--- src/rtl/dbg_halt_pkg.sv ---
package dbg_halt_pkg;

  localparam int unsigned DATA_W = 32;

  typedef enum logic [1:0] {
    CAUSE_NONE = 2'd0,
    CAUSE_PC   = 2'd1,
    CAUSE_DATA = 2'd2,
    CAUSE_STEP = 2'd3
  } halt_cause_e;

  typedef struct packed {
    logic nonpipe;
    logic irq_block;
    logic step;
    logic dbp_en;
  } dbg_ctrl_t;

  function automatic logic masked_equal(input logic [DATA_W-1:0] value,
                                        input logic [DATA_W-1:0] pattern,
                                        input logic [DATA_W-1:0] mask);
    return ((value ^ pattern) & ~mask) == '0;
  endfunction

  function automatic halt_cause_e pick_cause(input logic pc, input logic data,
                                             input logic step);
    if (pc)        return CAUSE_PC;
    else if (data) return CAUSE_DATA;
    else if (step) return CAUSE_STEP;
    else           return CAUSE_NONE;
  endfunction

endpackage

--- src/rtl/dbg_regs.sv ---
module dbg_regs
  import dbg_halt_pkg::*;
#(
  parameter int unsigned IDX_W    = 5,
  parameter int unsigned DATA_IDX = 14,
  parameter int unsigned MASK_IDX = 15,
  parameter int unsigned CTRL_IDX = 7
) (
  input  logic              clk,
  input  logic              rst_n,
  input  logic              we,
  input  logic [IDX_W-1:0]  idx,
  input  logic [DATA_W-1:0] wdata,
  output logic [DATA_W-1:0] bp_data,
  output logic [DATA_W-1:0] bp_mask,
  output dbg_ctrl_t         ctrl
);

  localparam int unsigned CTRL_W = $bits(dbg_ctrl_t);

  logic hit_data, hit_mask, hit_ctrl;

  assign hit_data = we && (idx == IDX_W'(DATA_IDX));
  assign hit_mask = we && (idx == IDX_W'(MASK_IDX));
  assign hit_ctrl = we && (idx == IDX_W'(CTRL_IDX));

  always_ff @(posedge clk) begin
    if (!rst_n) begin
      bp_data <= '0;
      bp_mask <= '0;
      ctrl    <= '0;
    end else begin
      if (hit_data) bp_data <= wdata;
      if (hit_mask) bp_mask <= wdata;
      if (hit_ctrl) ctrl    <= dbg_ctrl_t'(wdata[CTRL_W-1:0]);
    end
  end

endmodule

--- src/rtl/dbg_data_trig.sv ---
module dbg_data_trig
  import dbg_halt_pkg::*;
#(
  parameter int unsigned TRIG_DLY = 2
) (
  input  logic              clk,
  input  logic              rst_n,
  input  logic              running,
  input  logic              enable,
  input  logic              nonpipe,
  input  logic              bus_valid,
  input  logic [DATA_W-1:0] bus_data,
  input  logic [DATA_W-1:0] bp_data,
  input  logic [DATA_W-1:0] bp_mask,
  output logic              match_now,
  output logic              data_halt
);

  logic pipe_in;
  logic pipe_out;

  assign match_now = running && enable && bus_valid &&
                     masked_equal(bus_data, bp_data, bp_mask);
  assign pipe_in   = match_now && !nonpipe;

  generate
    if (TRIG_DLY == 0) begin : g_nodly
      assign pipe_out = pipe_in;
    end else begin : g_dly
      logic [TRIG_DLY-1:0] stage;
      always_ff @(posedge clk) begin
        if (!rst_n || !running) begin
          stage <= '0;
        end else begin
          stage[0] <= pipe_in;
          for (int i = 1; i < int'(TRIG_DLY); i++) stage[i] <= stage[i-1];
        end
      end
      assign pipe_out = stage[TRIG_DLY-1];
    end
  endgenerate

  assign data_halt = nonpipe ? match_now : (pipe_out && running);

endmodule

--- src/rtl/dbg_run_fsm.sv ---
module dbg_run_fsm
  import dbg_halt_pkg::*;
#(
  parameter int unsigned CNT_W = 3
) (
  input  logic             clk,
  input  logic             rst_n,
  input  logic             start_req,
  input  logic             pc_hit,
  input  logic             retire,
  input  logic             go,
  input  logic             step_mode,
  input  logic             nonpipe,
  input  logic             data_halt,
  output logic             start_gnt,
  output logic             halt_req,
  output logic             halted,
  output halt_cause_e      halt_cause,
  output logic [CNT_W-1:0] outst_cnt,
  output logic             step_used
);

  localparam logic [CNT_W-1:0] CNT_MAX = '1;

  logic running;
  logic pc_trig;
  logic step_done;
  logic np_busy;
  logic cnt_up, cnt_dn;

  assign running   = !halted;
  assign pc_trig   = running && start_req && pc_hit;
  assign step_done = running && step_used && retire;
  assign halt_req  = running && (pc_trig || data_halt || step_done);
  assign np_busy   = nonpipe && (outst_cnt != '0);

  assign start_gnt = running && start_req && !halt_req && !np_busy && !step_used;

  assign cnt_up = start_gnt && (outst_cnt != CNT_MAX);
  assign cnt_dn = retire && (outst_cnt != '0);

  always_ff @(posedge clk) begin
    if (!rst_n) begin
      halted     <= 1'b0;
      halt_cause <= CAUSE_NONE;
      step_used  <= 1'b0;
      outst_cnt  <= '0;
    end else begin
      if (halt_req) begin
        halted     <= 1'b1;
        halt_cause <= pick_cause(pc_trig, data_halt, step_done);
      end else if (halted && go) begin
        halted <= 1'b0;
      end

      if (halted || halt_req)          step_used <= 1'b0;
      else if (start_gnt && step_mode) step_used <= 1'b1;

      if (cnt_up && !cnt_dn)      outst_cnt <= outst_cnt + 1'b1;
      else if (cnt_dn && !cnt_up) outst_cnt <= outst_cnt - 1'b1;
    end
  end

endmodule

--- src/rtl/dbg_halt_ctrl.sv ---
module dbg_halt_ctrl
  import dbg_halt_pkg::*;
#(
  parameter int unsigned IDX_W    = 5,
  parameter int unsigned DATA_IDX = 14,
  parameter int unsigned MASK_IDX = 15,
  parameter int unsigned CTRL_IDX = 7,
  parameter int unsigned TRIG_DLY = 2,
  parameter int unsigned CNT_W    = 3
) (
  input  logic              clk,
  input  logic              rst_n,
  input  logic              cfg_we,
  input  logic [IDX_W-1:0]  cfg_idx,
  input  logic [DATA_W-1:0] cfg_wdata,
  input  logic              start_req,
  input  logic              pc_hit,
  output logic              start_gnt,
  input  logic              retire,
  input  logic              bus_valid,
  input  logic [DATA_W-1:0] bus_data,
  input  logic              irq_in,
  output logic              irq_out,
  input  logic              go,
  output logic              halt_req,
  output logic              halted,
  output logic [1:0]        halt_cause
);

  logic [DATA_W-1:0] bp_data, bp_mask;
  dbg_ctrl_t         ctl;
  logic              match_now, data_halt;
  logic [CNT_W-1:0]  outst_cnt;
  logic              step_used;
  halt_cause_e       cause_q;

  dbg_regs #(
    .IDX_W(IDX_W), .DATA_IDX(DATA_IDX), .MASK_IDX(MASK_IDX), .CTRL_IDX(CTRL_IDX)
  ) u_regs (
    .clk(clk), .rst_n(rst_n), .we(cfg_we), .idx(cfg_idx), .wdata(cfg_wdata),
    .bp_data(bp_data), .bp_mask(bp_mask), .ctrl(ctl)
  );

  dbg_data_trig #(.TRIG_DLY(TRIG_DLY)) u_trig (
    .clk(clk), .rst_n(rst_n), .running(!halted), .enable(ctl.dbp_en),
    .nonpipe(ctl.nonpipe), .bus_valid(bus_valid), .bus_data(bus_data),
    .bp_data(bp_data), .bp_mask(bp_mask),
    .match_now(match_now), .data_halt(data_halt)
  );

  dbg_run_fsm #(.CNT_W(CNT_W)) u_fsm (
    .clk(clk), .rst_n(rst_n), .start_req(start_req), .pc_hit(pc_hit),
    .retire(retire), .go(go), .step_mode(ctl.step), .nonpipe(ctl.nonpipe),
    .data_halt(data_halt), .start_gnt(start_gnt), .halt_req(halt_req),
    .halted(halted), .halt_cause(cause_q), .outst_cnt(outst_cnt),
    .step_used(step_used)
  );

  assign halt_cause = cause_q;
  assign irq_out    = irq_in && !(ctl.step && ctl.irq_block);

endmodule

--- config.mk ---
export PLATFORM = sky130hd
export DESIGN_NAME = dbg_halt_ctrl
export DESIGN_NICKNAME = d
export VERILOG_FILES = /design/src/rtl/dbg_halt_pkg.sv /design/src/rtl/dbg_regs.sv /design/src/rtl/dbg_data_trig.sv /design/src/rtl/dbg_run_fsm.sv /design/src/rtl/dbg_halt_ctrl.sv
export SDC_FILE = /design/constraint.sdc
export NUM_CORES = 1
export LEC_CHECK = 0
export BUFFER_PORTS_ARGS = -buffer_cell sky130_fd_sc_hd__buf_2
export CAP_MARGIN = 20
export CORE_UTILIZATION = 40
export CTS_CLUSTER_DIAMETER = 100
export DETAILED_ROUTE_END_ITERATION = 10
export PLACE_DENSITY = 0.73
export SLEW_MARGIN = 10
export SYNTH_ARGS = -nofsm -noshare
export SYNTH_HDL_FRONTEND = slang
export SYNTH_HIERARCHICAL = 1
export SYNTH_SLANG_ARGS = --single-unit
--- constraint.sdc ---
create_clock -name clk -period 5.8 [get_ports clk]
set_clock_uncertainty 0.1 [all_clocks]
set_input_delay 1.45 -clock clk [delete_from_list [all_inputs] [get_ports clk]]
set_output_delay 1.45 -clock clk [all_outputs]
set_load 0.005 [all_outputs]
==> run_results.csv <==
group,metric,value,unit
run_status,outcome,"finished, final reports clean",
floorplanning,chipHeight,95.12,µm
setup_path,max_stage_delay,0.48,ns
cts,tritoncts,"done",
routing,vias,2733,
timing,max_clock_freq,201.9,MHz
cts,cts-root-buf,"clkbuf_8",
routing,detail_route.wirelength,7.277,mm
routing,drt_iter0_drc,94,
cts,post_cts_resized,0,
timing,finalHoldViolations,0,
global_routing,antenna_found_initial,0,
setup_path,crit_chain,"buf_2 -> xnor2_1 -> o22ai_1 -> nor4_1 -> o2111ai_1 -> o21ai_0 -> a21oi_1 -> a21oi_1 -> buf_2",
timing,hold_slack,0.3601,ns
global_routing,grt_pass1_wl,12.04,mm
cts,cts_buffer_depth,2,
timing,final.period_utilization,85.38,%
placed_design,place_inst,537,
routing,vias_per_cell,4.942,
synthesis,syn_nets,444,
setup_path,endpoint_kind,"primary output",
setup_path,critical-path-slowest-cell,"o21ai_0",
layout,final_layout_size_suffix_gt1_share,24.33,%
cts,insertion_delay,0.35,ns
cts,clock_sinks,77,
layout,antenna_cells,0,
global_routing,grt.total_usage,17.36,%
setup_path,cp_max_fo,3,
routing,drc_errors,0,
timing,period_needed,4.952,ns
placed_design,port-buffer-count,83,
layout,nets,523,
timing,layout_setup_ws,0.8480,ns
synthesis,avgSynthCellArea,9.528,µm²
floorplanning,placementRows,33,
synthesis,synthCells,364,
hold_path,hp-class,"reg2reg",
routing,antenna_left,0,
cts,ctsHoldBuffers,0,
run,maxCapViolations,0,
synthesis,ys_warn_count,6,
floorplanning,initial_utilization,41.79,%
layout,fin_cells,553,
floorplanning,fp.dieArea,9047,µm²
power_and_ir_drop,power.total,1160,µW
global_routing,grt_pass1_vias,2595,
power_and_ir_drop,power.density,277.1,nW/µm²
timing,finalSetupTns,0,ns
power_and_ir_drop,p_leak,0.001561,µW
cts,post_cts_buffers,0,
cts,cts_inserted_buffers,9,
timing,maxSlewViolCount,0,
setup_path,critical_path_class,"in2out",
placed_design,dp_hpwl,5.104,mm
global_routing,grt_overflow,0,
layout,area_growth,20.67,%
setup_path,crit_path_start_kind,"input pin",
cts,htreeDepth,3,
floorplanning,coreArea,8299,µm²
cts,clkTransAtPathRegs,0.08,ns
layout,mostFrequentLayoutCell,"nand2_1",
timing,rsz0062_at_grt,"false",
floorplanning,die_width,95.12,µm
layout,layout_common_cells,"nand2_1, buf_2, dfxtp_1, mux2i_1, xnor2_1",
placed_design,dpl_worst_slack,0.8815,ns
setup_path,worstPathArrival,3.40,ns
global_routing,grt_max_degree,60,
floorplanning,io_pins,84,
timing,relSlewSlack,34.52,%
timing,setup_viol,0,
placed_design,gp_congestion,0.7299,
setup_path,required,4.25,ns
power_and_ir_drop,peakVddDrop,0.0001357,V
layout,fill_cells,765,
routing,wl_per_cell,13.16,µm
timing,worst_pin_slew,0.9821,ns
routing,drt_pass1_iterations,4,
synthesis,syn_area,3468,µm²
[through the flow]
| step | cell area, µm² | util, % |
|---|---|---|
| detailed placement | 3941 | 47.49 |
| global route | 4185 | 50.43 |
| finish | 4185 | 50.43 |
| CTS | 4185 | 50.43 |
| floorplan | 3468 | - |
| global placement | 3941 | 47.49 |
[final cells by class]
cell class / count / area, µm² / share of cell area, %
multi-input cells: 265 / 1815 / 43.38
flip-flops and latches: 77 / 1541 / 36.83
repair buffers: 86 / 437.9 / 10.46
clock buffers: 13 / 178.9 / 4.275
well taps: 105 / 131.4 / 3.139
clock inverters: 3 / 65.06 / 1.555
inverters: 4 / 15.01 / 0.3587
[critical path: cells and delay by family]
| family | cells | cell delay, ns |
|---|---|---|
| AO/OA/AOI/OAI | 5 | 1.16 |
| buffers and inverters | 2 | 0.24 |
| XOR/XNOR | 1 | 0.16 |
| AND/OR/NAND/NOR | 1 | 0.39 |
[metal layers]
layer,vias up,routed length (µm),GRT usage [%]
met5,-,0,0
met4,0,56,5.303
met3,5,364,5.263
met2,59,3520,28.63
met1,1276,3336,21.64
li1,1393,-,-
[power by group]
| part | total, µW | switching, µW | internal [µW] |
|---|---|---|---|
| sequential | 560 | 18.9 | 541 |
| clock | 479 | 190 | 289 |
| combinational | 121 | 61.3 | 59.5 |
| total | 1160 | 271 | 889 |
[worst paths after layout]
kind	startpoint	to	slack, ns	cells after the start
worst max-delay path	bus_data[3]	halt_req	0.85	9
worst min-delay path	u_regs/bp_mask[23]	u_regs/bp_mask[23]	0.36	2
worst min register to register	u_regs/bp_mask[23]	u_regs/bp_mask[23]	0.36	2
worst max register to register	u_regs/bp_data[20]	u_fsm/outst_cnt[2]	2.38	14
[state kept, by name (all words and copies together), names as in the netlist]
register,cells
u_fsm/halted,1
u_fsm/halt_cause,2
u_regs/ctrl,4
u_fsm/outst_cnt,3
u_trig/g_dly.stage,2
u_regs/bp_data,32
u_fsm/step_used,1
u_regs/bp_mask,32
Power figures use the tool's default switching activity.
